File: config.mk
export PLATFORM = sky130hd
export DESIGN_NAME = trim_mean_filter
export DESIGN_NICKNAME = d
export VERILOG_FILES = /design/src/rtl/tmf_pkg.sv /design/src/rtl/tmf_seq.sv /design/src/rtl/tmf_extrema.sv /design/src/rtl/tmf_accum.sv /design/src/rtl/trim_mean_filter.sv
export SDC_FILE = /design/constraint.sdc
export NUM_CORES = 1
export LEC_CHECK = 0
export BUFFER_PORTS_ARGS = -buffer_cell sky130_fd_sc_hd__buf_2
export CAP_MARGIN = 20
export CORE_AREA = 4 4 142 144
export DETAILED_ROUTE_END_ITERATION = 10
export DIE_AREA = 0 0 146 148
export MAX_ROUTING_LAYER = met4
export PLACE_DENSITY_LB_ADDON = 0.15
export SYNTH_ARGS = -nofsm -noshare
export SYNTH_HDL_FRONTEND = slang
export SYNTH_SLANG_ARGS = --single-unit
File: constraint.sdc
create_clock -name clk -period 16.95 [get_ports clk]
set_clock_uncertainty 0.1 [all_clocks]
set_input_delay 2.5425 -clock clk [delete_from_list [all_inputs] [get_ports clk]]
set_output_delay 2.5425 -clock clk [all_outputs]
set_load 0.01 [all_outputs]
File: src/rtl/tmf_pkg.sv
`timescale 1ns/1ps
package tmf_pkg;
  localparam int unsigned MODE_W  = 3;
  localparam int unsigned MAX_LEN = 18;

  // readings gathered per result
  function automatic logic [31:0] grp_len(input logic [MODE_W-1:0] m);
    case (m)
      3'd1:    return 32'd2;
      3'd2:    return 32'd4;
      3'd3:    return 32'd6;
      3'd4:    return 32'd10;
      3'd5:    return 32'd18;
      default: return 32'd1;
    endcase
  endfunction

  // log2 of the count that is averaged
  function automatic logic [31:0] grp_shift(input logic [MODE_W-1:0] m);
    case (m)
      3'd1, 3'd2: return 32'd1;
      3'd3:       return 32'd2;
      3'd4:       return 32'd3;
      3'd5:       return 32'd4;
      default:    return 32'd0;
    endcase
  endfunction

  function automatic logic grp_trim(input logic [MODE_W-1:0] m);
    return m inside {3'd2, 3'd3, 3'd4, 3'd5};
  endfunction

  function automatic logic [31:0] trimmed_mean(input logic [31:0] s, input logic [31:0] mn,
                                               input logic [31:0] mx, input logic [MODE_W-1:0] m);
    logic [31:0] r;
    r = grp_trim(m) ? (s - mn - mx) : s;
    return r >> grp_shift(m);
  endfunction
endpackage

File: src/rtl/tmf_seq.sv
`timescale 1ns/1ps
module tmf_seq
  import tmf_pkg::*;
#(
  parameter int unsigned CNT_W = $clog2(MAX_LEN)
) (
  input  logic              clk,
  input  logic              rst_n,
  input  logic              take,
  input  logic              flush,
  input  logic [MODE_W-1:0] mode_i,
  output logic              first,
  output logic              last,
  output logic [MODE_W-1:0] eff_mode,
  output logic [CNT_W-1:0]  cnt
);
  logic [CNT_W-1:0]  cnt_q;
  logic [MODE_W-1:0] mode_q;

  assign first    = (cnt_q == '0);
  assign eff_mode = first ? mode_i : mode_q;
  assign last     = ((32'(cnt_q) + 32'd1) == grp_len(eff_mode));
  assign cnt      = cnt_q;

  always_ff @(posedge clk) begin
    if (!rst_n) begin
      cnt_q  <= '0;
      mode_q <= '0;
    end else if (flush) begin
      cnt_q <= '0;
    end else if (take) begin
      cnt_q <= last ? '0 : cnt_q + 1'b1;
      if (first) mode_q <= mode_i;
    end
  end
endmodule

File: src/rtl/tmf_extrema.sv
`timescale 1ns/1ps
module tmf_extrema #(
  parameter int unsigned W = 16
) (
  input  logic         clk,
  input  logic         rst_n,
  input  logic         take,
  input  logic         first,
  input  logic [W-1:0] d,
  output logic [W-1:0] mn_nx,
  output logic [W-1:0] mx_nx
);
  logic [W-1:0] mn_q, mx_q;

  always_comb begin
    mn_nx = (first || d < mn_q) ? d : mn_q;
    mx_nx = (first || d > mx_q) ? d : mx_q;
  end

  always_ff @(posedge clk) begin
    if (!rst_n) begin
      mn_q <= '0;
      mx_q <= '0;
    end else if (take) begin
      mn_q <= mn_nx;
      mx_q <= mx_nx;
    end
  end
endmodule

File: src/rtl/tmf_accum.sv
`timescale 1ns/1ps
module tmf_accum #(
  parameter int unsigned W  = 16,
  parameter int unsigned SW = 21
) (
  input  logic          clk,
  input  logic          rst_n,
  input  logic          take,
  input  logic          first,
  input  logic [W-1:0]  d,
  output logic [SW-1:0] sum_nx
);
  logic [SW-1:0] sum_q;

  assign sum_nx = (first ? '0 : sum_q) + SW'(d);

  always_ff @(posedge clk) begin
    if (!rst_n)    sum_q <= '0;
    else if (take) sum_q <= sum_nx;
  end
endmodule

File: src/rtl/trim_mean_filter.sv
`timescale 1ns/1ps
module trim_mean_filter
  import tmf_pkg::*;
#(
  parameter int unsigned DATA_W = 16
) (
  input  logic              clk,
  input  logic              rst_n,
  input  logic [2:0]        mode_i,
  input  logic              immed_i,
  input  logic              smp_valid_i,
  input  logic [DATA_W-1:0] smp_data_i,
  output logic              res_valid_o,
  output logic [DATA_W-1:0] res_data_o
);
  localparam int unsigned CNT_W = $clog2(MAX_LEN);
  localparam int unsigned SUM_W = DATA_W + CNT_W;

  logic              take, flush, grp_first, grp_last, grp_done;
  logic [MODE_W-1:0] eff_mode;
  logic [CNT_W-1:0]  seq_cnt;
  logic [DATA_W-1:0] mn_nx, mx_nx, res_nx;
  logic [SUM_W-1:0]  sum_nx;
  logic              res_valid_q;
  logic [DATA_W-1:0] res_q;

  assign take     = smp_valid_i & ~immed_i;
  assign flush    = smp_valid_i & immed_i;
  assign grp_done = take & grp_last;

  tmf_seq #(.CNT_W(CNT_W)) u_seq (
    .clk(clk), .rst_n(rst_n), .take(take), .flush(flush), .mode_i(mode_i),
    .first(grp_first), .last(grp_last), .eff_mode(eff_mode), .cnt(seq_cnt)
  );

  tmf_extrema #(.W(DATA_W)) u_ext (
    .clk(clk), .rst_n(rst_n), .take(take), .first(grp_first), .d(smp_data_i),
    .mn_nx(mn_nx), .mx_nx(mx_nx)
  );

  tmf_accum #(.W(DATA_W), .SW(SUM_W)) u_acc (
    .clk(clk), .rst_n(rst_n), .take(take), .first(grp_first), .d(smp_data_i),
    .sum_nx(sum_nx)
  );

  assign res_nx = DATA_W'(trimmed_mean(32'(sum_nx), 32'(mn_nx), 32'(mx_nx), eff_mode));

  always_ff @(posedge clk) begin
    if (!rst_n) begin
      res_valid_q <= 1'b0;
      res_q       <= '0;
    end else begin
      res_valid_q <= grp_done | flush;
      if (flush)         res_q <= smp_data_i;
      else if (grp_done) res_q <= res_nx;
    end
  end

  assign res_valid_o = res_valid_q;
  assign res_data_o  = res_q;
endmodule

# After elaboration in Yosys (flattened, before gate mapping)

Cells that the tools add are included.

$add $sub $neg: 5
Magnitude comparators: 2
Eq/ne operators: 6
Shifts and indexed selects: 1
Mux-type cells: 10
Bitwise operators: 7
Reduce and logical (&&, ||, !) cells: 8

Operators with widths:

| kind                                                            | number |
|---|---|
| 16-bit two-way mux                                              | 4 |
| 32-bit by 5-bit == test with 1-bit output                       | 1 |
| 32-bit two-way mux                                              | 1 |
| 32-bit by 32-bit right shift with 16-bit output                 | 1 |
| 5-bit one-hot mux with 5 select lines                           | 1 |
| 22-bit by 17-bit subtractor with 23-bit output                  | 1 |
| 21-bit by 16-bit subtractor with 22-bit output                  | 1 |
| 21-bit by 16-bit adder with 21-bit output                       | 1 |
| 21-bit two-way mux                                              | 1 |
| 16-bit greater-than comparator                                  | 1 |
| 16-bit less-than comparator                                     | 1 |
| 3-bit one-hot mux with 4 select lines                           | 1 |
| 5-bit by 1-bit adder with 6-bit output, second input constant   | 1 |
| 3-bit by 2-bit == test with 1-bit output, second input constant | 2 |
| 3-bit == test, second input constant                            | 2 |
| 5-bit by 1-bit adder with 5-bit output, second input constant   | 1 |
| 5-bit logical NOT                                               | 1 |
| 5-bit two-way mux                                               | 1 |
| 4-bit nonzero test                                              | 1 |
| 2-bit OR reduction                                              | 2 |
| 1-bit AND                                                       | 3 |
| 3-bit by 1-bit == test with 1-bit output, second input constant | 1 |
| 3-bit two-way mux                                               | 1 |
| 1-bit inverter                                                  | 3 |
| other kinds (4)                                                 | 5 |

Flip-flop bits (word level): 78
Input bits: 23
Output and inout bits: 17
Word-level logic and storage cells: 46

# Depth between registers and ports, before layout

Depth after elaboration: 9
Gate-level depth with buffers: 35
Mapped depth without buffers: 31

# Cells and area by module

Synthesis repeated with hierarchy kept, for this count alone.

Cells, all modules: 1155
Area, all modules: 8967.4 µm²

By module, submodules not included:

| module           | instances | cells each | area each (µm²) | sequential area each (µm²) |
|---|---|---|---|---|
| trim_mean_filter | 1         | 533        | 3682.3          | 340.3 |
| tmf_extrema      | 1         | 273        | 2458.6          | 640.6 |
| tmf_accum        | 1         | 262        | 2139.6          | 420.4 |
| tmf_seq          | 1         | 87         | 686.9           | 160.2 |

# Least setup slack after synthesis

OpenSTA, ideal clock, no wires.

Path kind: input to register
From: input port smp_data_i[0]
To: register res_q[13], in the netlist res_data_o[13]
Setup time: 0.122 ns
Data arrival time: 8.559 ns
Path slack: 8.170 ns
Stages on the path: 31
Path through: clkbuf_1 > nand2b_1 > a21o_1 > a21o_1 > a21o_1 > a21o_1 > a21oi_1 > o21ai_0 > a21oi_1 > o31ai_1 > buf_1 > buf_2 > mux2i_1 > ha_1 > nor2b_1 > o2111ai_1 > nand3_1 > and3_1 > nor2b_1 > xnor2_1 > ha_1 > a21oi_1 > o21ai_0 > or3_1 > o21a_1 > and4b_1 > or3_1 > a211o_1 > a211oi_2 > mux2i_1 > a221o_1

Word-level cells in the longest chain between the ends: 9

RTL lines:

| what                                              | line                   | RTL |
|---|---|---|
| start: declaration                                | trim_mean_filter.sv:12 | `input logic [DATA_W-1:0] smp_data_i,` |
| 16-bit less-than comparator                       | tmf_extrema.sv:16      | `mn_nx = (first \|\| d < mn_q) ? d : mn_q;` |
| 1-bit logical OR                                  | tmf_extrema.sv:16      |  |
| 16-bit two-way mux                                | tmf_extrema.sv:16      |  |
| 21-bit by 16-bit subtractor with 22-bit output    | tmf_pkg.sv:36          | `r = grp_trim(m) ? (s - mn - mx) : s;` |
| 22-bit by 17-bit subtractor with 23-bit output    | tmf_pkg.sv:36          |  |
| 32-bit two-way mux *                              | tmf_pkg.sv:36          |  |
| 32-bit by 32-bit right shift with 16-bit output * | tmf_pkg.sv:37          | `return r >> grp_shift(m);` |
| 16-bit two-way mux *                              | trim_mean_filter.sv:55 | `else if (grp_done) res_q <= res_nx;` |
| 16-bit two-way mux *                              | trim_mean_filter.sv:54 | `if (flush) res_q <= smp_data_i;` |
| end signal: assignment                            | trim_mean_filter.sv:54 |  |
| end signal: assignment                            | trim_mean_filter.sv:55 |  |
| end: declaration                                  | trim_mean_filter.sv:25 | `logic [DATA_W-1:0] res_q;` |

Mark *: on every way between the ends. The rest lies on a longest branch, timed or not. The select of a mux whose other input is x is not followed.
A chain may end at the register's enable or synchronous reset.

# Final worst setup path

From: input port smp_data_i[1]
To: register res_q[13], in the netlist res_data_o[13]

Word-level cells in the longest chain between the ends: 9

RTL lines:

| what                                            | line                   | RTL |
|---|---|---|
| 16-bit less-than comparator                     | tmf_extrema.sv:16      |  |
| 1-bit logical OR                                | tmf_extrema.sv:16      |  |
| 16-bit two-way mux                              | tmf_extrema.sv:16      |  |
| via mn_nx[0]                                    | trim_mean_filter.sv:22 | `logic [DATA_W-1:0] mn_nx, mx_nx, res_nx;` |
| 21-bit by 16-bit subtractor with 22-bit output  | tmf_pkg.sv:36          |  |
| 22-bit by 17-bit subtractor with 23-bit output  | tmf_pkg.sv:36          |  |
| 32-bit two-way mux                              | tmf_pkg.sv:36          |  |
| 32-bit by 32-bit right shift with 16-bit output | tmf_pkg.sv:37          |  |
| 16-bit two-way mux                              | trim_mean_filter.sv:55 |  |
| 16-bit two-way mux                              | trim_mean_filter.sv:54 |  |

The timed path passes the listed nets, and every way through them passes these cells. The select of a mux whose other input is x is not followed.

==> metrics.cfg <==
[finish]
utilization_pct = 50.2
final_cells = 1397
final_common_cell = nand2_1
drive_gt1_share_pct = 8.86
nets = 1267
diodes = 0
n_fill_cell = 1857
area_growth_pct = 7.15
layout.cells.most_common_list = 199 x nand2_1, 83 x ha_1, 77 x dfxtp_1

[yosys]
synth_cell_types = 84
synth_seq_cells = 77
synthMuxAreaShare_pct = 8.64
synthesis.area_um2 = 8760
synthSimpleGateAreaFrac_pct = 24.0
async_flop_share_pct = 0
synth-xor-area-share_pct = 4.80
seq_area_frac_synth_pct = 17.6
synthCells = 1162
synth_fa_ha_area_share_pct = 12.5
synth_compound_area_share_pct = 26.5
synth_top_family_by_area = compound AO/OA/AOI/OAI gates
synth_flop_cell = dfxtp_1
avgSynthCellArea_um2 = 7.54
synth_nets = 1271
ys_warn_count = 0
synth-edff-count = 0

[detailed_routing]
wire_per_inst_um = 18.8
vias_per_cell = 6.06
dr.pass1.iters = 5
wl_um = 26200
vias = 8463
drc_errors = 0
detail-route-antenna-nets = 0
drt_iter0_drc = 646

[sta]
post-route-period-util_pct = 53.3
setup_ws_ns = 7.91
setup_viol_count_final = 0
rsz0062_at_grt = no
drv_slew = 0
relSlewSlack_pct = 27.8
worstMarginPinSlew_ns = 1.08
max_freq_mhz = 111
finalHoldViolations = 0
finalCriticalPeriod_ns = 9.04
final.setup.tns_ns = 0

[place]
dp_slack_ns = 7.56
gp_congestion = 0.908
dp_hpwl_um = 19400
placed_cells = 1381
port_buffers = 39

[clock_network]
post_cts_buffers = 0
cts_tree = built
clk_path_buf_depth = 2
clock_latency_ns = 0.36
cts_sinks = 77
clock-root-buffer = clkbuf_16
ctsResizeCount = 0
cts_buffers = 9
cts_max_level = 3
path_clk_slew_ns = 0.06
cts_hold_buf = 0

[global_routing]
first_global_vias = 7849
grt_overflow = 0
antenna_found_initial = 0
grtUsageTotal_pct = 24.9
grt_start_max_net_pins = 96
grt_first_pass_wirelength_um = 42500

[die]
fp.coreArea_um2 = 18700
die_w_um = 146
die_h_um = 148
die_area_um2 = 21600
pin_count = 40
initial_core_util_pct = 46.8
rows = 50

[worst_setup_path]
cp.buffers_inverters = 2
path_class = in -> reg
critPathMaxStageDelay_ns = 0.41
crit_path_end_kind = flip-flop
cpMaxStageDelayCell = fa_1
arrival_ns = 9.19
cp-start-kind = input port
worstPathRequired_ns = 17.09
worst-path-max-fanout = 17
crit_family = compound AO/OA/AOI/OAI gates
critical_path.most_common_cell = a21o_1

[run_status]
status = completed

[pwr]
combPwrFrac_pct = 55.0
p_leak_nw = 3.95
power.share.switching_pct = 42.9
p_seq_share_pct = 22.6
power.total_w = 0.000895
clock_power_share_pct = 22.4
p_int_w = 0.000511
irDropWorstVdd_mv = 0.0590
switchingPower_w = 0.000384
power_density_nw_per_um2 = 95.3

[hold_path]
hp-class = reg -> reg

[run]
cap_violations = 0

==> routing by layer <==
layer	part of all wire (%)	GRT usage [%]	vias to the layer above
met5	0	-	-
met1	46	32.7	3968
met3	5.3	2.51	42
met2	46	40.1	235
li1	-	-	4218
met4	2.7	8.94	0
==> final cells by class <==
type                            instances  area, µm²  area share [%]
Clock buffer                           13        280            2.98
Clock inverter                          3       17.5           0.187
Inverter                               65        244            2.60
Multi-Input combinational cell        955       6730            71.7
Sequential cell                        77       1540            16.4
Tap cell                              234        293            3.12
Timing Repair Buffer                   50        285            3.04
==> tightest hold or removal path, cell delays in order (launching register included) <==
cell and delay (ns):
dfxtp_1 0.31, nand2_1 0.04, a21boi_0 0.06
==> worst paths after layout <==
| check | startpoint | to | slack, ns | depth (start not counted) |
|---|---|---|---|---|
| worst min-delay path | u_acc.sum_q[15] | u_acc.sum_q[15] | 0.36 | 2 |
| worst max-delay path | smp_data_i[1] | res_data_o[13] | 7.91 | 31 |
| worst max register to register | u_seq.cnt[0] | res_data_o[13] | 9.48 | 29 |
| worst min register to register | u_acc.sum_q[15] | u_acc.sum_q[15] | 0.36 | 2 |
==> stage by stage <==
| stage | hold WS (ns) | area [µm²] |
|---|---|---|
| 2_1_floorplan | 0.339 | 8760 |
| 5_1_grt | 0.380 | 9390 |
| 4_1_cts | 0.364 | 9390 |
| 6_report | 0.360 | 9390 |
| 3_5_place_dp | 0.355 | 9090 |
| 3_3_place_gp | 0.349 | 9080 |
==> cells by family after synthesis <==
kind of cell | Yosys count
flip-flops | 77
AND/OR/NAND/NOR | 426
multiplexers | 69
buffers and inverters | 130
adder cells (fa/ha/maj) | 86
AO/OA/AOI/OAI | 326
XOR/XNOR | 48
==> flip-flops by register name (all words and copies together), names as in the netlist <==
signal        count
res_valid_o       1
u_acc.sum_q      20
u_seq.mode_q      3
u_ext.mx_q       16
res_data_o       16
u_seq.cnt         5
u_ext.mn_q       16
==> cell usage after synthesis, types with 4 or more instances <==
cell type | instances | share of area [%]
nor3_1 | 12 | 0.69
nor2_1 | 48 | 2.1
or3_1 | 7 | 0.50
a21boi_0 | 20 | 1.7
nand4_1 | 11 | 0.79
buf_2 | 12 | 0.69
xnor2_1 | 37 | 3.7
a311oi_1 | 15 | 1.5
o21ai_0 | 51 | 2.9
a211oi_1 | 8 | 0.69
and3_1 | 7 | 0.50
o211ai_1 | 24 | 2.1
o31ai_1 | 7 | 0.60
a31oi_1 | 11 | 0.79
and2_1 | 26 | 1.9
a22o_1 | 5 | 0.50
mux2i_1 | 61 | 7.0
buf_1 | 4 | 0.17
nand2b_1 | 14 | 1.0
clkbuf_1 | 47 | 2.0
nand3_1 | 25 | 1.4
a21o_1 | 23 | 2.0
nor3b_1 | 19 | 1.6
o211a_1 | 4 | 0.46
mux4_2 | 4 | 1.0
ha_1 | 83 | 12
xor2_1 | 11 | 1.1
o22ai_1 | 9 | 0.64
a22oi_1 | 6 | 0.51
o221ai_1 | 19 | 1.9
inv_1 | 64 | 2.7
o21a_1 | 24 | 2.1
dfxtp_1 | 77 | 18
nand2_1 | 199 | 8.5
o2111ai_1 | 5 | 0.50
nor2b_1 | 34 | 2.4
a21oi_1 | 51 | 2.9
o21bai_1 | 5 | 0.43
==> power by group through the flow <==
stage,Combinational (W),Clock [W],Sequential [W]
6_report,0.000492,0.000200,0.000202
5_1_grt,0.000546,0.000210,0.000204
4_1_cts,0.000486,0.000205,0.000202
3_5_place_dp,0.000482,0,0.000206
3_3_place_gp,0.000481,0,0.000206
2_1_floorplan,0.000375,0,0.000205
No activity file was read; power rests on OpenSTA's default activity.
